`src/rtl/mc_ctrl_pkg.sv`:
```
package mc_ctrl_pkg;

    parameter int OPC_W = 6;
    parameter int FN_W  = 6;
    parameter int SEL_W = 2;

    typedef enum logic [3:0] {
        S_FETCH  = 4'd0,
        S_DECODE = 4'd1,
        S_JUMP   = 4'd2,
        S_BRANCH = 4'd3,
        S_ALU_EX = 4'd4,
        S_ALU_WB = 4'd5,
        S_MEM_AD = 4'd6,
        S_MEM_ST = 4'd7,
        S_MEM_RD = 4'd8,
        S_MEM_WB = 4'd9
    } state_e;

    typedef enum logic [2:0] {
        C_BAD    = 3'd0,
        C_RALU   = 3'd1,
        C_IALU   = 3'd2,
        C_LOAD   = 3'd3,
        C_STORE  = 3'd4,
        C_BRANCH = 3'd5,
        C_JUMP   = 3'd6
    } cls_e;

    // opcode values
    localparam logic [OPC_W-1:0] OP_REG  = 6'h00;
    localparam logic [OPC_W-1:0] OP_J    = 6'h02;
    localparam logic [OPC_W-1:0] OP_JAL  = 6'h03;
    localparam logic [OPC_W-1:0] OP_BEQ  = 6'h04;
    localparam logic [OPC_W-1:0] OP_BNE  = 6'h05;
    localparam logic [OPC_W-1:0] OP_ADDI = 6'h08;
    localparam logic [OPC_W-1:0] OP_SUBI = 6'h09;
    localparam logic [OPC_W-1:0] OP_SLTI = 6'h0A;
    localparam logic [OPC_W-1:0] OP_SGTI = 6'h0B;
    localparam logic [OPC_W-1:0] OP_ANDI = 6'h0C;
    localparam logic [OPC_W-1:0] OP_ORI  = 6'h0D;
    localparam logic [OPC_W-1:0] OP_LUI  = 6'h0F;
    localparam logic [OPC_W-1:0] OP_SHL  = 6'h10;
    localparam logic [OPC_W-1:0] OP_SHR  = 6'h11;
    localparam logic [OPC_W-1:0] OP_LW   = 6'h23;
    localparam logic [OPC_W-1:0] OP_SW   = 6'h2B;
    localparam logic [FN_W-1:0]  FN_JR   = 6'h08;

    // select encodings
    localparam logic [SEL_W-1:0] DST_RT   = 2'd0;
    localparam logic [SEL_W-1:0] DST_RD   = 2'd1;
    localparam logic [SEL_W-1:0] DST_LINK = 2'd2;
    localparam logic [SEL_W-1:0] WB_ALU   = 2'd0;
    localparam logic [SEL_W-1:0] WB_MDR   = 2'd1;
    localparam logic [SEL_W-1:0] WB_PC    = 2'd2;
    localparam logic [SEL_W-1:0] BS_REG   = 2'd0;
    localparam logic [SEL_W-1:0] BS_FOUR  = 2'd1;
    localparam logic [SEL_W-1:0] BS_IMM   = 2'd2;
    localparam logic [SEL_W-1:0] BS_OFS   = 2'd3;
    localparam logic [SEL_W-1:0] AC_ADD   = 2'd0;
    localparam logic [SEL_W-1:0] AC_SUB   = 2'd1;
    localparam logic [SEL_W-1:0] AC_FUNCT = 2'd2;
    localparam logic [SEL_W-1:0] AC_OPC   = 2'd3;
    localparam logic [SEL_W-1:0] PS_ALU   = 2'd0;
    localparam logic [SEL_W-1:0] PS_OUT   = 2'd1;
    localparam logic [SEL_W-1:0] PS_JT    = 2'd2;
    localparam logic [SEL_W-1:0] PS_REG   = 2'd3;

    typedef struct packed {
        cls_e cls;
        logic br_ne;    // branch taken on inequality
        logic link;     // jump writes register 31
        logic via_reg;  // jump target from register A
    } dec_t;

    typedef struct packed {
        logic             pc_wr;
        logic             pc_wr_cond;
        logic             addr_src;
        logic             mem_rd;
        logic             mem_wr;
        logic             ir_wr;
        logic             reg_wr;
        logic [SEL_W-1:0] dst_sel;
        logic [SEL_W-1:0] wb_sel;
        logic             alu_a_sel;
        logic [SEL_W-1:0] alu_b_sel;
        logic [SEL_W-1:0] alu_class;
        logic [SEL_W-1:0] pc_src;
    } ctl_t;

endpackage

```
`src/rtl/mc_opdec.sv`:
```
module mc_opdec
    import mc_ctrl_pkg::*;
(
    input  logic [OPC_W-1:0] opcode_i,
    input  logic [FN_W-1:0]  funct_i,
    output dec_t             dec_o
);
    always_comb begin
        dec_o         = '{cls: C_BAD, br_ne: 1'b0, link: 1'b0, via_reg: 1'b0};
        unique case (opcode_i)
            OP_REG: begin
                if (funct_i == FN_JR) begin
                    dec_o.cls     = C_JUMP;
                    dec_o.via_reg = 1'b1;
                end else begin
                    dec_o.cls     = C_RALU;
                end
            end
            OP_J:    dec_o.cls = C_JUMP;
            OP_JAL: begin
                dec_o.cls  = C_JUMP;
                dec_o.link = 1'b1;
            end
            OP_BEQ:  dec_o.cls = C_BRANCH;
            OP_BNE: begin
                dec_o.cls   = C_BRANCH;
                dec_o.br_ne = 1'b1;
            end
            OP_ADDI, OP_SUBI, OP_SLTI, OP_SGTI, OP_ANDI, OP_ORI,
            OP_LUI, OP_SHL, OP_SHR:
                dec_o.cls = C_IALU;
            OP_LW:   dec_o.cls = C_LOAD;
            OP_SW:   dec_o.cls = C_STORE;
            default: dec_o.cls = C_BAD;
        endcase
    end
endmodule

```
`src/rtl/mc_seq.sv`:
```
module mc_seq
    import mc_ctrl_pkg::*;
(
    input  state_e state_i,
    input  dec_t   dec_now_i,   // decoded from the instruction register
    input  dec_t   dec_q_i,     // class captured at decode
    output state_e next_o
);
    always_comb begin
        next_o = S_FETCH;
        case (state_i)
            S_FETCH:  next_o = S_DECODE;
            S_DECODE: begin
                case (dec_now_i.cls)
                    C_RALU, C_IALU:   next_o = S_ALU_EX;
                    C_LOAD, C_STORE:  next_o = S_MEM_AD;
                    C_BRANCH:         next_o = S_BRANCH;
                    C_JUMP:           next_o = S_JUMP;
                    default:          next_o = S_FETCH;
                endcase
            end
            S_ALU_EX: next_o = S_ALU_WB;
            S_MEM_AD: next_o = (dec_q_i.cls == C_STORE) ? S_MEM_ST : S_MEM_RD;
            S_MEM_RD: next_o = S_MEM_WB;
            default:  next_o = S_FETCH;   // jump, branch, write-backs, store
        endcase
    end
endmodule

```
`src/rtl/mc_outdec.sv`:
```
module mc_outdec
    import mc_ctrl_pkg::*;
(
    input  logic   clk,
    input  logic   rst,
    input  state_e state_i,
    input  dec_t   dec_i,
    input  logic   zero_i,
    output ctl_t   ctl_o
);
    always_comb begin
        ctl_o = '0;
        case (state_i)
            S_FETCH: begin
                ctl_o.ir_wr     = 1'b1;
                ctl_o.mem_rd    = 1'b1;
                ctl_o.addr_src  = 1'b0;
                ctl_o.alu_a_sel = 1'b0;
                ctl_o.alu_b_sel = BS_FOUR;
                ctl_o.alu_class = AC_ADD;
                ctl_o.pc_src    = PS_ALU;
                ctl_o.pc_wr     = 1'b1;
            end
            S_DECODE: begin
                ctl_o.alu_a_sel = 1'b0;
                ctl_o.alu_b_sel = BS_OFS;
                ctl_o.alu_class = AC_ADD;
            end
            S_JUMP: begin
                ctl_o.pc_wr  = 1'b1;
                ctl_o.pc_src = dec_i.via_reg ? PS_REG : PS_JT;
                ctl_o.reg_wr = dec_i.link;
                ctl_o.dst_sel = DST_LINK;
                ctl_o.wb_sel  = WB_PC;
            end
            S_BRANCH: begin
                ctl_o.alu_a_sel  = 1'b1;
                ctl_o.alu_b_sel  = BS_REG;
                ctl_o.alu_class  = AC_SUB;
                ctl_o.pc_src     = PS_OUT;
                ctl_o.pc_wr_cond = zero_i ^ dec_i.br_ne;
            end
            S_ALU_EX: begin
                ctl_o.alu_a_sel = 1'b1;
                ctl_o.alu_b_sel = (dec_i.cls == C_IALU) ? BS_IMM : BS_REG;
                ctl_o.alu_class = (dec_i.cls == C_IALU) ? AC_OPC : AC_FUNCT;
            end
            S_ALU_WB: begin
                ctl_o.reg_wr  = 1'b1;
                ctl_o.dst_sel = (dec_i.cls == C_IALU) ? DST_RT : DST_RD;
                ctl_o.wb_sel  = WB_ALU;
            end
            S_MEM_AD: begin
                ctl_o.alu_a_sel = 1'b1;
                ctl_o.alu_b_sel = BS_IMM;
                ctl_o.alu_class = AC_ADD;
            end
            S_MEM_ST: begin
                ctl_o.addr_src = 1'b1;
                ctl_o.mem_wr   = 1'b1;
            end
            S_MEM_RD: begin
                ctl_o.addr_src = 1'b1;
                ctl_o.mem_rd   = 1'b1;
            end
            S_MEM_WB: begin
                ctl_o.reg_wr  = 1'b1;
                ctl_o.dst_sel = DST_RT;
                ctl_o.wb_sel  = WB_MDR;
            end
            default: ctl_o = '0;
        endcase
    end

    // conditional PC write only in the branch state
    p_cond_in_branch_r12: assert property (@(posedge clk) disable iff (rst)
        ctl_o.pc_wr_cond |-> (state_i == S_BRANCH));

    // link write shares its cycle with the jump PC write
    p_link_with_jump_r9: assert property (@(posedge clk) disable iff (rst)
        (ctl_o.reg_wr && ctl_o.dst_sel == DST_LINK) |-> (ctl_o.pc_wr && dec_i.link));

    // a store never writes the register file
    p_store_no_regwr_r7: assert property (@(posedge clk) disable iff (rst)
        (dec_i.cls == C_STORE && state_i != S_FETCH && state_i != S_DECODE) |-> !ctl_o.reg_wr);
endmodule

```
`src/rtl/mc_ctrl_fsm.sv`:
```
module mc_ctrl_fsm
    import mc_ctrl_pkg::*;
(
    input  logic             clk,
    input  logic             rst,
    input  logic [OPC_W-1:0] opcode,
    input  logic [FN_W-1:0]  funct,
    input  logic             zero,
    output logic             pc_wr,
    output logic             pc_wr_cond,
    output logic             addr_src,
    output logic             mem_rd,
    output logic             mem_wr,
    output logic             ir_wr,
    output logic             reg_wr,
    output logic [SEL_W-1:0] dst_sel,
    output logic [SEL_W-1:0] wb_sel,
    output logic             alu_a_sel,
    output logic [SEL_W-1:0] alu_b_sel,
    output logic [SEL_W-1:0] alu_class,
    output logic [SEL_W-1:0] pc_src
);
    typedef struct packed {
        state_e state;
        dec_t   dec;
    } reg_t;

    reg_t   r_d, r_q;
    dec_t   dec_now;
    state_e nxt_state;
    ctl_t   ctl_raw, ctl;

    mc_opdec u_opdec (
        .opcode_i (opcode),
        .funct_i  (funct),
        .dec_o    (dec_now)
    );

    mc_seq u_seq (
        .state_i   (r_q.state),
        .dec_now_i (dec_now),
        .dec_q_i   (r_q.dec),
        .next_o    (nxt_state)
    );

    mc_outdec u_outdec (
        .clk     (clk),
        .rst     (rst),
        .state_i (r_q.state),
        .dec_i   (r_q.dec),
        .zero_i  (zero),
        .ctl_o   (ctl_raw)
    );

    always_comb begin
        r_d       = r_q;
        r_d.state = nxt_state;
        if (r_q.state == S_DECODE) begin
            r_d.dec = dec_now;
        end
        if (rst) begin
            r_d.state = S_FETCH;
            r_d.dec   = '{cls: C_BAD, br_ne: 1'b0, link: 1'b0, via_reg: 1'b0};
        end
    end

    always_ff @(posedge clk) begin
        r_q <= r_d;
    end

    // all enables held off during reset
    assign ctl = rst ? '0 : ctl_raw;

    assign pc_wr      = ctl.pc_wr;
    assign pc_wr_cond = ctl.pc_wr_cond;
    assign addr_src   = ctl.addr_src;
    assign mem_rd     = ctl.mem_rd;
    assign mem_wr     = ctl.mem_wr;
    assign ir_wr      = ctl.ir_wr;
    assign reg_wr     = ctl.reg_wr;
    assign dst_sel    = ctl.dst_sel;
    assign wb_sel     = ctl.wb_sel;
    assign alu_a_sel  = ctl.alu_a_sel;
    assign alu_b_sel  = ctl.alu_b_sel;
    assign alu_class  = ctl.alu_class;
    assign pc_src     = ctl.pc_src;

    // reset leaves the sequencer in fetch
    p_reset_to_fetch_r1: assert property (@(posedge clk)
        rst |=> (r_q.state == S_FETCH));

    // fetch is always followed by decode
    p_fetch_then_decode_r2: assert property (@(posedge clk) disable iff (rst)
        (r_q.state == S_FETCH) |=> (r_q.state == S_DECODE));

    // load read cycle is followed by its write-back
    p_load_split_r6: assert property (@(posedge clk) disable iff (rst)
        (r_q.state == S_MEM_RD) |=> (r_q.state == S_MEM_WB));

    // completion states hand over to fetch at once
    p_finish_to_fetch_r12: assert property (@(posedge clk) disable iff (rst)
        (r_q.state == S_JUMP || r_q.state == S_BRANCH || r_q.state == S_ALU_WB ||
         r_q.state == S_MEM_ST || r_q.state == S_MEM_WB) |=> (r_q.state == S_FETCH));

    // unknown opcode in decode goes back to fetch
    p_bad_to_fetch_r11: assert property (@(posedge clk) disable iff (rst)
        (r_q.state == S_DECODE && dec_now.cls == C_BAD) |=> ir_wr);

    // single memory port
    p_mem_excl_r13: assert property (@(posedge clk) disable iff (rst)
        !(mem_rd && mem_wr));
endmodule

```
`config.mk`:
```
export PLATFORM = sky130hd
export DESIGN_NAME = mc_ctrl_fsm
export DESIGN_NICKNAME = d
export VERILOG_FILES = /design/src/rtl/mc_ctrl_pkg.sv /design/src/rtl/mc_opdec.sv /design/src/rtl/mc_seq.sv /design/src/rtl/mc_outdec.sv /design/src/rtl/mc_ctrl_fsm.sv
export SDC_FILE = /design/constraint.sdc
export NUM_CORES = 1
export LEC_CHECK = 0
export BUFFER_PORTS_ARGS = -buffer_cell sky130_fd_sc_hd__buf_2
export CAP_MARGIN = 20
export CORE_MARGIN = 1
export CORE_UTILIZATION = 48
export DETAILED_ROUTE_END_ITERATION = 10
export PLACE_DENSITY = 0.75
export SLEW_MARGIN = 20
export SYNTH_ARGS = -nofsm -noshare
export SYNTH_HDL_FRONTEND = slang
export SYNTH_SLANG_ARGS = --single-unit
```
`constraint.sdc`:
```
create_clock -name clk -period 2.15 [get_ports clk]
set_clock_uncertainty 0.2 [all_clocks]
set_input_delay 0.215 -clock clk [delete_from_list [all_inputs] [get_ports clk]]
set_output_delay 0.215 -clock clk [all_outputs]
set_load 0.005 [all_outputs]
```
==> results of run 1 <==
-- where the power goes --
group	total, mW	internal, mW	switching, mW	leakage [nW]
clock network	0.178	0.103	0.0745	0.0210
logic	0.161	0.0713	0.0897	0.347
registers	0.214	0.195	0.0184	0.0823
total	0.552	0.370	0.183	0.450
-- metal layers --
metal / vias to the layer above / track usage (%)
met5: - / 0
met4: 0 / 6.67
met3: 4 / 2.80
met2: 40 / 45.6
met1: 472 / 31.4
li1: 531 / -
-- metrics by stage --
| stage | std cells | hold slack [ns] |
|---|---|---|
| global route | 185 | 0.116 |
| floorplan | 134 | 0.229 |
| finish | 185 | 0.0985 |
| CTS | 185 | 0.0993 |
| detailed placement | 181 | 0.247 |
| global placement | 181 | 0.244 |
-- final cells by class --
type	instances	area (um2)
fillers	172	652
well taps	25	31.3
flip-flops and latches	10	203
clock buffers	4	36.3
multi-input cells	110	618
repair buffers	35	183
inverters	1	3.75
-- worst max-delay path: cells and delay by family, from the launching register on --
| kind | cells | cell delay (ns) |
|---|---|---|
| compound gates | 1 | 0.06 |
| simple gates | 3 | 0.36 |
| buf+inv | 2 | 0.34 |
| flops | 1 | 0.52 |
-- layout by cell type, fill, tap and decap left out, drive strengths merged, types with 3 or more instances in the layout --
cell type  synthesis  layout
a21oi              9       9
a2bb2oi            3       3
a31oi              4       4
buf                5      35
clkbuf             8       4
dfxtp             10      10
nand2              9       9
nand2b             5       5
nand3              3       3
nor2              24      24
nor2b              9       9
nor3              14      14
o21ai              5       5
-- kinds of logic (layout without fill, tap and decap cells) --
logic type,after synthesis,count (layout)
compound gates,33,33
xor+xnor,2,2
flops,10,10
simple gates,75,75
buf+inv,14,40
-- worst min-delay path by stage --
stage / slack, ns / start / depth (start not counted) / end
floorplan: 0.23 / r_q[0] / 2 / r_q[0]
global placement: 0.24 / r_q[0] / 2 / r_q[0]
detailed placement: 0.25 / r_q[0] / 2 / r_q[0]
CTS: 0.1 / rst / 2 / r_q[1]
global route: 0.12 / rst / 2 / r_q[1]
finish: 0.1 / rst / 2 / r_q[1]
-- synthesized netlist by cell type --
library cell,instances
nor3_1,14
and2_1,1
nor2_1,24
nand2_1,9
o22a_1,1
buf_2,3
o21ai_0,3
clkbuf_1,8
a221o_1,1
nor3b_1,1
o21ai_1,2
or2_1,2
buf_4,2
nand4_1,2
a41oi_1,1
nor2b_1,9
nand2b_4,1
nand3_1,3
a311oi_1,1
a21oi_1,9
nand3b_1,1
nand2b_1,4
a2bb2oi_1,3
dfxtp_1,10
o21bai_1,2
o2bb2ai_1,1
xnor2_1,1
nor4_1,1
xor2_1,1
nor4b_1,1
a31oi_1,4
a211oi_1,1
or3_1,2
o41ai_1,1
o31ai_1,1
inv_1,1
a2111o_1,1
o22ai_1,1
==> results.cfg, run 1 <==
[cts]
ctsHtreeMaxLevel = 1
numCtsBuffers = 3
cts_buffer_depth = 2
cts_setup_buffers = 0
cts_resized = 0
clk_pin_slew_ns = 0.08
cts_tree = done
holdBufCountCts = 0
cts_sinks = 10
cts-root-buf = clkbuf_4
insertion_delay_ns = 0.28

[yosys]
yosys-top-cells-area = dfxtp_1, nor2_1, nor3_1
synth_warnings = 0
syn_area_um2 = 882
yosysTopAreaCellShare_pct = 22.7
avgSynthCellArea_um2 = 6.58
synth_nets = 149
synth-simple-area-share_pct = 42.8
synth-seq-cells = 10
synthesis.instances = 134
synth_adder_area_share_pct = 0
muxShareOfSynthArea_pct = 0
synth.yosys.seq_area_share_pct = 22.7
synth_xor_xnor_area_share_pct = 1.99
synth_top_cell_by_area = dfxtp_1
synth_top_family_by_area = simple AND/OR/NAND/NOR gates
netlist-cell-type-count = 38
synth-compound-area-share_pct = 25.2

[worst_setup_path]
reg2reg_from = r_q[6]
startpoint = r_q[6]
rr_endpoint = r_q[7]
crit_chain = buf_4, nand2_1, nor2_1, a31oi_1, nor3_1, buf_2
path_max_fanout = 9
end_kind = output port
crit_end = alu_class[0]
worstPathRequired_ns = 1.74
critical_path_class = register to output port
cp_slowest_cell = dfxtp_1
cp-start-kind = register
rr_worst_depth = 4
rrSetupSlack_ns = 0.35
worst_ep_arrival_time_ns = 1.56
critPathMaxStageDelay_ns = 0.52

[floorplan]
die-area_um2 = 2010
row_count = 15
die_w_um = 44.9
die_y_um = 44.9
start_util_pct = 51.1
io_pins = 33
core_area_um2 = 1730

[finish]
num_antenna_cells = 0
largest_reg_flops = 10
syn2layout_area_growth_pct = 21.8
finalNetCount = 176
top_register = r_q
utilization_pct = 62.2
reg.largest.list = r_q: 10 flops
drive_gt1_share_pct = 26.3
stdcell_area_um2 = 1070

[timing]
slew_headroom_pct = 69.5
tns_ns = 0
setup_viol = 0
fin_crit_ns = 1.97
layout_worst_path_cycle_share_pct = 91.8
maxSlewViolCount = 0
worst_slack_ns = 0.175
worst_pin_slew_ns = 0.457
hold_viol = 0
max_freq_mhz = 506
rsz0062_at_grt = no

[drt]
drt_iter0_markers = 22
drc_errors = 0
vias = 1047
dr.max_layer_used = met4
wl_per_cell_um = 12.6
wirelength_um = 2330
ant_nets = 0
viasPerCell = 5.66
drt-met1-wl_um = 1010
firstDrtPassIters = 4
wl_met2_um = 1170
dr_wl_met3_um = 108

[grt]
grt_start_max_net_pins = 19
grt_usage_pct = 25.1
grt_antenna_before_repair = 0
grt-ovfl-total = 0
grt_pass1_vias = 866
grt_pass1_wl_um = 3810

[flow_run]
max_cap_viol_count = 0

[power_and_ir_drop]
leakage_nw = 0.450
p_per_area_nw_per_um2 = 514
peakVddDrop_uv = 287
p_total_mw = 0.552

[placed_design]
gp_congestion = 0.852
io_buffers = 32
hpwlAfterDp_um = 1710
dp_slack_ns = 0.330
place_area_um2 = 1040

[run_status]
run_status = finished, final reports clean

[min_path]
hold_class = input port to register
Power figures use the tool's default switching activity.
==> run 2: changes to the inputs <==
--- a/config.mk
+++ b/config.mk
@@ -5,12 +5,12 @@
 export SDC_FILE = /design/constraint.sdc
 export NUM_CORES = 1
 export LEC_CHECK = 0
-export BUFFER_PORTS_ARGS = -buffer_cell sky130_fd_sc_hd__buf_2
 export CAP_MARGIN = 20
 export CORE_MARGIN = 1
-export CORE_UTILIZATION = 48
+export CORE_UTILIZATION = 61
 export DETAILED_ROUTE_END_ITERATION = 10
-export PLACE_DENSITY = 0.75
+export DONT_BUFFER_PORTS = 1
+export PLACE_DENSITY = 0.74
 export SLEW_MARGIN = 20
 export SYNTH_ARGS = -nofsm -noshare
 export SYNTH_HDL_FRONTEND = slang
==> results.cfg, run 2 (same netlist as run 1, synthesis figures left out) <==
[finish]
finalNonFillerCells = 147
finalNetCount = 149
syn2layout_area_growth_pct = 6.67
layout_common_cells = nor2_1, nor3_1, dfxtp_1
layout_commonest_cell = nor2_1
reg.largest.list = r_q: 10 flops
drive_gt1_share_pct = 6.06
top_register = r_q
largest_reg_flops = 10
utilization_pct = 71.4
num_antenna_cells = 0

[min_path]
hold_class = input port to register

[placed_design]
gp_congestion = 0.814
io_buffers = 0
hpwlAfterDp_um = 1530
dp_cells = 139

[cts]
cts_sinks = 10
insertion_delay_ns = 0.25
cts-root-buf = clkbuf_4
cts_setup_buffers = 0
cts_buffer_depth = 2
cts_tree = done
ctsHtreeMaxLevel = 1
numCtsBuffers = 3
clk_pin_slew_ns = 0.06

[floorplan]
io_pins = 33
die_y_um = 40.0
core_area_um2 = 1320
die-area_um2 = 1600
row_count = 13
die_w_um = 40.0
start_util_pct = 67.0

[timing]
layout_worst_path_cycle_share_pct = 94.5
worst_pin_slew_ns = 0.468
maxSlewViolCount = 0
hold_viol = 0
hold_ws_ns = 0.0307
slew_headroom_pct = 68.7
fin_crit_ns = 2.03
rsz0062_at_grt = no
tns_ns = 0
max_freq_mhz = 492
setup_viol = 0

[drt]
viasPerCell = 6.51
wirelength_um = 2250
wl_per_cell_um = 15.3
drt_iter0_markers = 21
firstDrtPassIters = 4
drc_errors = 0
vias = 957
ant_nets = 0

[power_and_ir_drop]
peakVddDrop_uv = 352
p_seq_share_pct = 44.7
switchingPower_mw = 0.146
leakage_nw = 0.317
p_comb_share_pct = 29.5
clock_power_share_pct = 25.8
p_per_area_nw_per_um2 = 496
internal_power_mw = 0.321
p_total_mw = 0.467
switching_share_pct = 31.2

[grt]
grt_pass1_vias = 782
grt-ovfl-total = 0
grt_antenna_before_repair = 0
grt_usage_pct = 29.9
grt_start_max_net_pins = 16
grt_pass1_wl_um = 3200

[flow_run]
max_cap_viol_count = 0

[worst_setup_path]
crit_chain = nand2b_4, nor3_1, buf_4, nand3_1, a21oi_1, dlygate4sd3_1
cp_top_family = buffers and inverters
critPathBufInv = 2
cp-start-kind = register
critPathMaxStageDelay_ns = 0.57
worst_ep_arrival_time_ns = 2.03
end_kind = register
cp_slowest_cell = dlygate4sd3_1
path_max_fanout = 8
critical_path_class = register to register
rrSetupSlack_ns = 0.12
worstPathRequired_ns = 2.15

[run_status]
run_status = finished, final reports clean
run 2: power groups by stage:
stage               logic (mW)  registers, mW  clock network [mW]
detailed placement       0.123          0.212                   0
floorplan                0.114          0.208                   0
global placement         0.120          0.212                   0
global route             0.152          0.210               0.140
CTS                      0.131          0.208               0.121
finish                   0.137          0.209               0.121
run 2: layout make-up:
cell class / instances / area [um2]
fill: 122 / 377
inverter: 1 / 3.75
tap: 15 / 18.8
timing repair buffer: 8 / 72.6
sequential: 10 / 200
multi-input combinational: 110 / 623
clock buffer: 3 / 22.5
run 2: metrics by stage:
step,instance area [um2],setup WS (ns)
detailed placement,863,0.442
finish,941,0.118
floorplan,882,0.429
CTS,926,0.112
global placement,863,0.478
global route,941,0.0268
run 2: final timing paths:
kind	start	endpoint	cells after the start
max reg2reg	r_q[7]	r_q[3]	6
min	opcode[5]	r_q[7]	2
max	r_q[7]	r_q[3]	6
min reg2reg	r_q[0]	r_q[0]	2
run 2: per-layer routing:
layer / global-route usage [%] / share of wire [%] / vias to the layer above
met5: 0 / 0 / -
met1: 33.9 / 42 / 421
met4: 12.1 / 0.89 / 0
met3: 5.00 / 8.9 / 4
met2: 54.4 / 48 / 55
li1: - / - / 477
run 2: repair_timing:
action                                  4_1_cts  5_1_grt
resized for setup                             0        1
hold buffers                                  4        1
endpoints found under the setup margin        0        1
hold endpoints to repair                      9        1
==> run 3: changes to the inputs <==
--- a/config.mk
+++ b/config.mk
@@ -5,12 +5,11 @@
 export SDC_FILE = /design/constraint.sdc
 export NUM_CORES = 1
 export LEC_CHECK = 0
-export CAP_MARGIN = 20
-export CORE_MARGIN = 1
 export CORE_UTILIZATION = 61
 export DETAILED_ROUTE_END_ITERATION = 10
 export DONT_BUFFER_PORTS = 1
 export PLACE_DENSITY = 0.74
+export REMOVE_ABC_BUFFERS = 1
 export SLEW_MARGIN = 20
 export SYNTH_ARGS = -nofsm -noshare
 export SYNTH_HDL_FRONTEND = slang
==> results.cfg, run 3 (same netlist as run 1, synthesis figures left out) <==
[run_status]
run_status = finished, final reports clean

[worst_setup_path]
cp_top_family = simple AND/OR/NAND/NOR gates
crit_chain = or3_4, nor3_1, a21oi_1, nor2_1, dlygate4sd3_1
critical_path_class = register to register
path_max_fanout = 14
end_kind = register
worstPathRequired_ns = 2.16
startpoint = r_q[9]
critPathMaxStageDelay_ns = 0.55
reg2reg_from = r_q[9]
worst_ep_arrival_time_ns = 2.05
cp-start-kind = register
cp_slowest_cell = dlygate4sd3_1
critPathBufInv = 1

[cts]
clk_pin_slew_ns = 0.07
cts_tree = done
cts_buffer_depth = 2
cts_sinks = 10
insertion_delay_ns = 0.26
cts_setup_buffers = 0
numCtsBuffers = 3
ctsHtreeMaxLevel = 1
cts-root-buf = clkbuf_4

[drt]
wl_met2_um = 1110
wirelength_um = 2240
wl_per_cell_um = 15.0
drt_iter0_markers = 21
firstDrtPassIters = 4
dr_wl_met3_um = 150
dr.max_layer_used = met3
viasPerCell = 6.55
drt-met1-wl_um = 975
ant_nets = 0
drc_errors = 0
vias = 976

[timing]
max_freq_mhz = 490
tns_ns = 0
rsz0062_at_grt = no
maxSlewViolCount = 0
fin_crit_ns = 2.04
worst_slack_ns = 0.108
slew_headroom_pct = 71.3
worst_pin_slew_ns = 0.429
hold_viol = 0
layout_worst_path_cycle_share_pct = 95.0
setup_viol = 0

[floorplan]
core_area_um2 = 1320
die-area_um2 = 1600
start_util_pct = 67.0
die_w_um = 40.0
die_y_um = 40.0
io_pins = 33
row_count = 13

[placed_design]
io_buffers = 0
dp_slack_ns = 0.453
dp_cells = 139
gp_congestion = 0.785
hpwlAfterDp_um = 1550

[min_path]
hold_class = input port to register
hold_path.startpoint = opcode[5]

[finish]
layout_commonest_cell = nor2_1
drive_gt1_share_pct = 7.46
syn2layout_area_growth_pct = 9.50
finalNetCount = 150
reg.largest.list = r_q: 10 flops
layout_common_cells = nor2_1, nor3_1
num_antenna_cells = 0
largest_reg_flops = 10
finalNonFillerCells = 149
top_register = r_q

[power_and_ir_drop]
leakage_nw = 0.331
p_total_mw = 0.519
peakVddDrop_uv = 322
p_per_area_nw_per_um2 = 537

[grt]
grt-ovfl-total = 0
grt_usage_pct = 28.4
grt_antenna_before_repair = 0
grt_start_max_net_pins = 16
grt_pass1_wl_um = 3050
grt_pass1_vias = 736

[flow_run]
max_cap_viol_count = 0
==> run 3: worst paths after layout <==
check	end	cells past startpoint	slack, ns
max	r_q[1]	5	0.11
min	r_q[7]	2	0.008
max reg2reg	r_q[1]	5	0.11
min reg2reg	r_q[0]	2	0.26
==> run 3: cell type report <==
type,instances,area (um2)
clock buffer,4,36.3
fill,116,352
inverter,1,3.75
multi-input combinational,110,623
sequential,10,201
tap,15,18.8
timing repair buffer,9,82.6
==> run 3: worst register-to-register path, cell delays in order, from the launching register on <==
cell and delay (ns):
dfxtp_1 0.43, or3_4 0.47, nor3_1 0.19, a21oi_1 0.06
nor2_1 0.08, dlygate4sd3_1 0.55
==> run 3: layer usage <==
layer	track usage [%]	vias to the layer above
met3	8.33	0
met1	34.3	455
met5	0	-
li1	-	481
met2	48.0	40
met4	8.62	0
==> run 3: per-stage QoR <==
stage                     hold WS, ns  area (um2)  utilization, %
after detailed placement       0.0912         863            65.5
after floorplan                0.0841         822               -
after global routing           0.0183         966            73.3
after CTS                     0.00148         960            72.8
after global placement         0.0898         863            65.5
final                         0.00814         966            73.3
==> run 3: report_power, final <==
group,switching (mW),internal [mW],total [mW]
registers,0.0126,0.195,0.208
clock network,0.0675,0.103,0.170
logic,0.0775,0.0629,0.140
==> run 3: what timing repair did <==
action	4_1_cts	5_1_grt
endpoints found under the setup margin	0	2
endpoints found under the hold margin	9	0
gates resized for setup	0	2
hold buffers	6	0
